[config.mk]
export PLATFORM = sky130hd
export DESIGN_NAME = txs_stack
export DESIGN_NICKNAME = d
export VERILOG_FILES = /design/src/rtl/txs_pkg.sv /design/src/rtl/txs_lifo.sv /design/src/rtl/txs_flags.sv /design/src/rtl/txs_stack.sv
export SDC_FILE = /design/constraint.sdc
export NUM_CORES = 1
export LEC_CHECK = 0
export CORE_MARGIN = 1.5
export CORE_UTILIZATION = 50
export DETAILED_ROUTE_END_ITERATION = 16
export PLACE_DENSITY = 0.74
export SLEW_MARGIN = 20
export SYNTH_ARGS = -nofsm -noshare
export SYNTH_HDL_FRONTEND = slang
export SYNTH_SLANG_ARGS = --single-unit
[constraint.sdc]
create_clock -name clk -period 3.04 [get_ports clk]
set_input_delay 0.76 -clock clk [delete_from_list [all_inputs] [get_ports clk]]
set_output_delay 0.76 -clock clk [all_outputs]
set_load 0.005 [all_outputs]
[src/rtl/txs_pkg.sv]
// Package txs_pkg
// Shared record type and byte packing for the transmit status stack.
// Assumes the status byte layout fixed in the brief (bit 7 complete,
// bit 2 overflow, bits 1..0 zero).
package txs_pkg;

    localparam int FLAG_W = 4;
    localparam int BYTE_W = 8;

    typedef struct packed {
        logic intr_req;
        logic jabber;
        logic underrun;
        logic max_coll;
        logic ovf;
    } txs_entry_t;

    // Build a record from the engine flags {intr, jabber, underrun, maxcoll}.
    function automatic txs_entry_t make_entry(input logic [FLAG_W-1:0] f);
        txs_entry_t e;
        e.intr_req = f[3];
        e.jabber   = f[2];
        e.underrun = f[1];
        e.max_coll = f[0];
        e.ovf      = 1'b0;
        return e;
    endfunction

    // Host view of a record; an invalid top reads as zero.
    function automatic logic [BYTE_W-1:0] pack_byte(input logic vld, input txs_entry_t e);
        if (!vld) return '0;
        return {1'b1, e.intr_req, e.jabber, e.underrun, e.max_coll, e.ovf, 2'b00};
    endfunction

endpackage

[src/rtl/txs_lifo.sv]
// Module txs_lifo
// Parameterised last-in, first-out store of transmit records.
// Handles append, replace (push with pop), pop, and the overflow mark
// on a full push. Assumes clr is a single-cycle strobe with priority.
module txs_lifo
    import txs_pkg::*;
#(
    parameter int DEPTH = 4
) (
    input  logic       clk,
    input  logic       rst_n,
    input  logic       clr,
    input  logic       push,
    input  txs_entry_t push_entry,
    input  logic       pop,
    output logic       top_vld,
    output txs_entry_t top_entry,
    output logic       dropped
);

    localparam int CW = $clog2(DEPTH + 1);

    logic [CW-1:0] cnt;
    txs_entry_t    mem [DEPTH];
    logic          empty, full;
    logic          do_rep, do_app, do_drop, do_pop;
    int            top_idx;

    // Decode the operation of this cycle.
    always_comb begin
        empty   = (cnt == '0);
        full    = (cnt == CW'(DEPTH));
        do_rep  = push && pop && !empty && !clr;
        do_app  = push && !do_rep && !full && !clr;
        do_drop = push && !do_rep && full && !clr;
        do_pop  = pop && !push && !empty && !clr;
        top_idx = int'(cnt) - 1;
    end

    assign dropped = do_drop;
    assign top_vld = !empty;

    // Occupancy count.
    always_ff @(posedge clk) begin
        if (!rst_n || clr)
            cnt <= '0;
        else if (do_app)
            cnt <= cnt + 1'b1;
        else if (do_pop)
            cnt <= cnt - 1'b1;
    end

    // One storage slot per depth position.
    for (genvar i = 0; i < DEPTH; i++) begin : g_slot
        logic       wr_en;
        txs_entry_t wr_val;

        // Pick the write for this slot.
        always_comb begin
            wr_en  = 1'b0;
            wr_val = mem[i];
            if ((do_rep && i == top_idx) || (do_app && i == int'(cnt))) begin
                wr_en  = 1'b1;
                wr_val = push_entry;
            end else if (do_drop && i == top_idx) begin
                wr_en      = 1'b1;
                wr_val.ovf = 1'b1;
            end
        end

        // Slot register.
        always_ff @(posedge clk) begin
            if (!rst_n)
                mem[i] <= '0;
            else if (wr_en)
                mem[i] <= wr_val;
        end
    end

    // Select the top record.
    always_comb begin
        top_entry = '0;
        for (int i = 0; i < DEPTH; i++)
            if (i == top_idx) top_entry = mem[i];
    end

    p_count_bound_r6: assert property (@(posedge clk) disable iff (!rst_n)
        cnt <= CW'(DEPTH));
    p_full_drop_r6: assert property (@(posedge clk) disable iff (!rst_n)
        (push && !pop && !clr && full) |=> (cnt == CW'(DEPTH)) && top_entry.ovf);
    p_replace_r7: assert property (@(posedge clk) disable iff (!rst_n)
        (push && pop && !clr && !empty) |=> $stable(cnt));
    p_clear_r9: assert property (@(posedge clk) disable iff (!rst_n)
        clr |=> (cnt == '0));
    p_pop_r4: assert property (@(posedge clk) disable iff (!rst_n)
        (pop && !push && !clr && !empty) |=> (cnt == $past(cnt) - 1'b1));

endmodule

[src/rtl/txs_flags.sv]
// Module txs_flags
// Event pulse, reset-required and lost-record flags of the status stack.
// Assumes push and clr are strobes from the same clock domain.
module txs_flags (
    input  logic clk,
    input  logic rst_n,
    input  logic clr,
    input  logic push,
    input  logic fatal_err,
    input  logic dropped,
    output logic done_pulse,
    output logic need_reset,
    output logic lost
);

    // One-cycle event per accepted frame result.
    always_ff @(posedge clk) begin
        if (!rst_n) done_pulse <= 1'b0;
        else        done_pulse <= push && !clr;
    end

    // Sticky transmitter-stuck flag, cleared by transmit reset.
    always_ff @(posedge clk) begin
        if (!rst_n || clr)          need_reset <= 1'b0;
        else if (push && fatal_err) need_reset <= 1'b1;
    end

    // Sticky dropped-record flag.
    always_ff @(posedge clk) begin
        if (!rst_n || clr) lost <= 1'b0;
        else if (dropped)  lost <= 1'b1;
    end

    p_need_hold_r8: assert property (@(posedge clk) disable iff (!rst_n)
        (need_reset && !clr) |=> need_reset);
    p_need_set_r8: assert property (@(posedge clk) disable iff (!rst_n)
        (push && fatal_err && !clr) |=> need_reset);
    p_done_r10: assert property (@(posedge clk) disable iff (!rst_n)
        (push && !clr) |=> done_pulse);
    p_clear_r9: assert property (@(posedge clk) disable iff (!rst_n)
        clr |=> (!lost && !need_reset && !done_pulse));

endmodule

[src/rtl/txs_stack.sv]
// Module txs_stack
// Transmit completion status stack: frame results pushed by the engine,
// read newest-first and popped by host writes, with overflow marking,
// lost-record and reset-required flags. Synchronous active-low reset.
module txs_stack
    import txs_pkg::*;
#(
    parameter int DEPTH = 4
) (
    input  logic              clk,
    input  logic              rst_n,
    input  logic              tx_fin,
    input  logic [FLAG_W-1:0] tx_fin_flags,
    input  logic              host_wr,
    output logic [BYTE_W-1:0] host_rd,
    input  logic              tx_reset,
    output logic              tx_done,
    output logic              need_tx_reset,
    output logic              records_lost
);

    txs_entry_t new_entry, top_entry;
    logic       top_vld, dropped;

    assign new_entry = make_entry(tx_fin_flags);

    txs_lifo #(.DEPTH(DEPTH)) u_lifo (
        .clk        (clk),
        .rst_n      (rst_n),
        .clr        (tx_reset),
        .push       (tx_fin),
        .push_entry (new_entry),
        .pop        (host_wr),
        .top_vld    (top_vld),
        .top_entry  (top_entry),
        .dropped    (dropped)
    );

    txs_flags u_flags (
        .clk        (clk),
        .rst_n      (rst_n),
        .clr        (tx_reset),
        .push       (tx_fin),
        .fatal_err  (new_entry.jabber || new_entry.underrun),
        .dropped    (dropped),
        .done_pulse (tx_done),
        .need_reset (need_tx_reset),
        .lost       (records_lost)
    );

    // Host byte view of the top record.
    always_comb host_rd = pack_byte(top_vld, top_entry);

    p_low_bits_r2: assert property (@(posedge clk) disable iff (!rst_n)
        host_rd[1:0] == 2'b00);
    p_empty_zero_r5: assert property (@(posedge clk) disable iff (!rst_n)
        !host_rd[7] |-> (host_rd == '0));
    p_reset_empties_r9: assert property (@(posedge clk) disable iff (!rst_n)
        tx_reset |=> (host_rd == '0));

endmodule

## Word level (Yosys, flattened, before mapping)

Memory sizes are Yosys's and may differ from the RTL's.
Index checks and enable logic that the tools add are counted.

| word-level totals | value |
|---|---|
| register bits after elaboration | 6 |
| bits in latches | 0 |
| memory bits (writable) | 20 |
| bits in read-only memories | 0 |
| input port bits | 9 |
| output and inout bits | 11 |
| word-level logic and storage cells | 104 |
| memories | 1 |

Memory list:

| memory | words | width | read ports | clocked after Yosys merged registers in | wr ports | RTL line | source |
|---|---|---|---|---|---|---|---|
| u_lifo.mem | 4 | 5 | 4 | 0 | 4 | txs_lifo.sv:24 | `txs_entry_t mem [DEPTH];` |

| cells by class | value |
|---|---|
| add/sub/neg operators | 3 |
| $mul | 0 |
| divide/modulo/power cells | 0 |
| order comparisons | 0 |
| equality and inequality tests | 7 |
| shifts and indexed selects | 0 |
| muxes and demuxes | 44 |
| bitwise operators | 4 |
| reductions and logical operators | 41 |

Operator list:

| kind | count |
|---|---|
| 3-bit by 32-bit == test with 1-bit output, first input constant | 2 |
| 5-bit two-way mux | 8 |
| 2-bit by 32-bit == test with 1-bit output, first input constant | 1 |
| 32-bit logical NOT | 1 |
| 1-bit two-way mux | 29 |
| 1-bit logical AND | 25 |
| 4-bit two-way mux | 4 |
| 8-bit two-way mux | 1 |
| 3-bit == test, first input constant | 2 |
| 1-bit logical NOT | 6 |
| 3-bit logical NOT | 2 |
| 1-bit logical OR | 6 |
| 3-bit two-way mux | 2 |
| 1-bit OR | 4 |
| 3-bit by 1-bit subtractor with 4-bit output, second input constant | 1 |
| 3-bit by 1-bit adder with 3-bit output, second input constant | 1 |
| 2-bit by 3-bit == test with 1-bit output, first input constant | 1 |
| 3-bit == test, second input constant | 1 |
| 3-bit by 1-bit subtractor with 3-bit output, second input constant | 1 |
| 2-bit nonzero test | 1 |

## Logic depth before layout (Yosys ltp)

| depth | value |
|---|---|
| depth after elaboration | 15 |
| gate-level depth with buffers | 7 |
| depth with buffers taken out | 6 |

## Cells and area by module

Synthesis repeated with hierarchy kept, for this count alone.

| second synthesis, totals | value |
|---|---|
| cell total of the unflattened synthesis | 142 |
| area, all modules | 1437.6 um2 |

By module, submodules not included:

| module | times used | cells an instance | area each (um2) | sequential area each (um2) |
|---|---|---|---|---|
| txs_lifo | 1 | 122 | 1276.2 | 660.6 |
| txs_flags | 1 | 10 | 97.6 | 60.1 |
| txs_stack | 1 | 10 | 63.8 | 0.0 |

## Worst setup path before layout

Ideal clock, no wire load.

| path | value |
|---|---|
| path type | input -> register |
| start point | input tx_fin |
| end point | register u_lifo.cnt[2] |
| library setup time | 0.128 ns |
| arrival | 2.263 ns |
| required time | 2.912 ns |
| setup slack | 0.649 ns |
| stages | 7 |
| buffers on the path | 1 |
| path through | buf_2 nor2b_1 nand3b_1 fa_1 or3b_1 a221oi_1 a211oi_1 |

| between the ends | value |
|---|---|
| longest elaborated chain between the ends | 8 |
| elaborated cells between the ends (all ways) | 13 |
| classes of those cells | 1 x mux; 12 x reduce/logical |

Ends and longest elaborated chain:

| what | RTL line | source |
|---|---|---|
| start, declared | txs_stack.sv:12 | `input logic tx_fin,` |
| 1-bit logical AND (3 in series) | txs_lifo.sv:33 | `do_rep = push && pop && !empty && !clr;` |
| 1-bit logical NOT | txs_lifo.sv:34 | `do_app = push && !do_rep && !full && !clr;` |
| 1-bit logical AND (3 in series) | txs_lifo.sv:34 |  |
| 3-bit two-way mux / 2-bit nonzero test (equally long branches) | - |  |
| end signal, assigned | txs_lifo.sv:48 | `cnt <= cnt + 1'b1;` |
| end signal, assigned | txs_lifo.sv:50 | `cnt <= cnt - 1'b1;` |
| end, declared | txs_lifo.sv:23 | `logic [CW-1:0] cnt;` |

Parallel ways exist; a longest one is shown, timed or not.
A chain may end at the register's enable or synchronous reset.

## Worst setup path in the final report

| path | value |
|---|---|
| start point | register u_lifo.cnt[2] |
| end point | output host_rd[2] |

| between the ends | value |
|---|---|
| longest elaborated chain between the ends | 7 |
| elaborated cells between the ends (all ways) | 11 |
| classes of those cells | 1 x add/sub; 3 x eq/ne; 5 x mux; 2 x reduce/logical |

Ends and longest elaborated chain:

| what | RTL line | source |
|---|---|---|
| 3-bit by 1-bit subtractor with 4-bit output | txs_lifo.sv:37 | `top_idx = int'(cnt) - 1;` |
| 32-bit logical NOT | txs_lifo.sv:84 | `if (i == top_idx) top_entry = mem[i];` |
| 5-bit two-way mux (4 in series) | txs_lifo.sv:84 |  |
| 8-bit two-way mux (*) | txs_pkg.sv:32 | `return {1'b1, e.intr_req, e.jabber, e.underrun, e.max_coll, e.ovf, 2'b00};` |
| end, declared | txs_stack.sv:15 | `output logic [BYTE_W-1:0] host_rd,` |

Mark *: on every way between the ends. The rest lies on a longest branch, timed or not.

==> results.py <==
metrics = {
    "status": {
        "status": "finished clean",
    },
    "layout": {
        "finalNonFillerCells": 178,
        "n_antenna_cell": 0,
        "layout_common_cells": "20 x edfxtp_1, 18 x nor2_1, 17 x clkdlybuf4s50_1",
        "final_common_cell": "edfxtp_1",
        "design_area_sq_um": 1610,
        "seqCellArea_sq_um": 722,
        "area_growth_pct": 18.3,
        "multiInputGateArea_sq_um": 587,
        "layout.nets": 159,
        "drive_gt1_share_pct": 9.46,
        "num-fill-cells": 224,
    },
    "grt": {
        "overflow": 0,
        "grt_use_total_pct": 22.1,
        "antenna_found_initial": 0,
        "grt_max_degree": 19,
        "grt_pass1_wl_mm": 4.51,
        "first_global_vias": 965,
    },
    "clock_tree": {
        "cts_buffer_depth": 2,
        "cts_buffers": 3,
        "cts_hold_buf": 0,
        "cts.clk_slew.worst_paths_ns": 0.15,
        "cts_root_buf": "clkbuf_4",
        "insertion_delay_ns": 0.33,
        "htree_levels": 1,
        "cts_sinks": 26,
        "post_cts_buffers": 0,
        "cts_tree": "built",
    },
    "setup_path": {
        "path_cells": "nor2b_2 > a22oi_1 > o22ai_1 > clkdlybuf4s50_1",
        "critPathSlowestCell": "dfxtp_1",
        "path_delay_family": "flip-flops",
        "critical-path-max-stage-delay_ns": 0.54,
        "path_buf_inv": 1,
        "cp-end-kind": "output pin",
        "critPathMaxFanout": 9,
        "startpoint_type": "register",
        "arrival_ns": 2.02,
        "critPathKind": "register to output pin",
        "critPathRequiredTime_ns": 2.28,
    },
    "drt": {
        "drc": 0,
        "dr_wl_met2_mm": 1.39,
        "wl_met1_mm": 1.33,
        "vias_per_cell": 5.74,
        "routed-wl-met3_microns": 136,
        "routed_wl_mm": 2.90,
        "detail-route-antenna-nets": 0,
        "via_count": 1022,
        "drt-initial-drc-count": 53,
        "first_pass_iters": 4,
        "maxUsedRoutingLayer": "met4",
        "wl_per_cell_microns": 16.3,
    },
    "synth": {
        "syn_area_per_cell_sq_um": 10.6,
        "synth_edf_count": 20,
        "synth_warnings": 0,
        "ys_seq_elements": 26,
        "synth_top_family_by_area": "simple AND/OR/NAND/NOR gates",
        "synth-simple-area-share_pct": 20.5,
        "synth_area_sq_um": 1360,
        "netlist_instances": 128,
        "yosys-mux-area-fraction_pct": 5.15,
        "synth_adder_area_share_pct": 1.47,
        "synth_seq_area_share_pct": 52.9,
        "synth-compound-area-share_pct": 13.3,
        "synthXorXnorAreaFrac_pct": 1.29,
        "ys_async_sr_fraction_pct": 0,
        "synth_cell_types": 39,
        "synth_flop_cell": "edfxtp_1",
    },
    "die": {
        "start_util_pct": 54.0,
        "die-area_sq_um": 3040,
        "num_io_pins": 20,
        "rows": 18,
        "fp.coreArea_sq_um": 2520,
        "die_y_microns": 55.2,
        "die_x_microns": 55.2,
    },
    "sta": {
        "slew_headroom_pct": 65.9,
        "max_clock_freq_ghz": 0.360,
        "fin_crit_sh_pct": 91.3,
        "rsz0062_at_grt": "no",
        "fin_setup_tns_ns": 0,
        "hold_violations": 0,
        "period_needed_ns": 2.78,
        "drv_slew": 0,
        "tightest_slew_ns": 0.510,
        "finClkSkew_ns": 0.00471,
        "final-setup-viol-count": 0,
    },
    "place": {
        "dp.cells": 174,
        "placed_area_sq_um": 1560,
        "io_buffers": 17,
        "gp_congestion": 0.800,
        "place_hpwl_mm": 2.12,
    },
    "hold_path": {
        "hp-class": "register to register",
    },
    "power_and_ir_drop": {
        "p_total_uw": 740,
        "p_sw_uw": 165,
        "vdd.ir_drop.worst_v": 0.000398,
        "p_seq_share_pct": 55.2,
        "sw_frac_of_total_pct": 22.3,
        "p_per_area_nw_per_um2": 459,
        "p_leak_nw": 0.586,
        "clockPowerShare_pct": 32.7,
        "cellInternalPower_uw": 575,
        "pwr-share-comb_pct": 12.1,
    },
    "flow_run": {
        "drv_cap": 0,
    },
}
-- worst paths after layout --
check	cells past startpoint	endpoint	slack [ns]	startpoint
setup / recovery	4	host_rd[2]	0.26	u_lifo.cnt[2]
hold / removal	2	u_flags.need_reset	0.46	u_flags.need_reset
setup reg to reg	7	u_lifo.cnt[2]	0.58	u_lifo.cnt[1]
hold reg to reg	2	u_flags.need_reset	0.46	u_flags.need_reset
-- routing by layer --
layer | vias to the layer above | global-route usage, %
li1 | 495 | -
met3 | 5 | 4.03
met1 | 496 | 30.1
met4 | 0 | 8.13
met2 | 26 | 35.3
met5 | - | 0
-- cells in the mapped netlist (2+ instances only) --
library cell	n	share of area [%]
a21oi_1	3	1.1
a22oi_1	5	2.8
and2_1	2	0.92
buf_2	4	1.5
buf_4	3	1.7
dfxtp_1	6	8.8
edfxtp_1	20	44
inv_1	3	0.83
mux2i_1	7	5.1
nand2_1	16	4.4
nand2b_1	3	1.4
nand3b_1	2	1.1
nor2_1	18	5.0
nor2b_1	2	0.92
nor3b_2	2	1.8
o21ai_0	3	1.1
o21ai_1	2	0.74
o22ai_1	5	2.3
xnor2_1	2	1.3
-- state kept, by name, indices dropped and copies added, names as in the netlist --
name	flops
u_flags.done_pulse	1
u_flags.lost	1
u_flags.need_reset	1
u_lifo.cnt	3
u_lifo.mem	20
-- cell families after synthesis --
| logic type | after synthesis |
|---|---|
| simple gates | 53 |
| compound gates | 26 |
| flops | 26 |
| buf+inv | 12 |
| mux | 7 |
| xor+xnor | 2 |
| fa+ha+maj | 1 |
| other cells | 1 |
-- power by group through the flow --
stage               sequential (mW)  combinational (mW)  clock, mW
floorplan                     0.410              0.0577          0
global placement              0.415              0.0865          0
global route                  0.410              0.0992      0.258
detailed placement            0.416              0.0888          0
finish                        0.408              0.0891      0.242
CTS                           0.408              0.0891      0.244
-- layout make-up --
cell class	instances	area share [%]
tap	30	2.33
timing repair buffer	21	12.4
inverter	3	0.699
clock buffer	3	1.40
multi-input combinational	94	36.4
sequential	26	44.8
clock inverter	1	1.86
-- worst register-to-register path, delay by kind of cell, from the launching register on --
| kind | cells | cell delay [ns] |
|---|---|---|
| flops | 1 | 0.60 |
| simple gates | 3 | 0.69 |
| fa+ha+maj | 1 | 0.43 |
| compound gates | 2 | 0.38 |
| buf+inv | 1 | 0.27 |
-- stage by stage --
stage | hold slack, ns | utilization [%] | worst slack [ns]
floorplan | 0.442 | - | 0.649
global placement | 0.434 | 61.7 | 0.264
detailed placement | 0.446 | 61.7 | 0.108
CTS | 0.470 | 63.8 | 0.0512
global route | 0.512 | 63.8 | 0.0885
finish | 0.465 | 63.8 | 0.264
-- what timing repair did --
action                     CTS  global route
setup endpoints to repair    0             5
hold endpoints to repair     0             0
gates resized for setup      0             1
(Power assumes the default switching activity.)
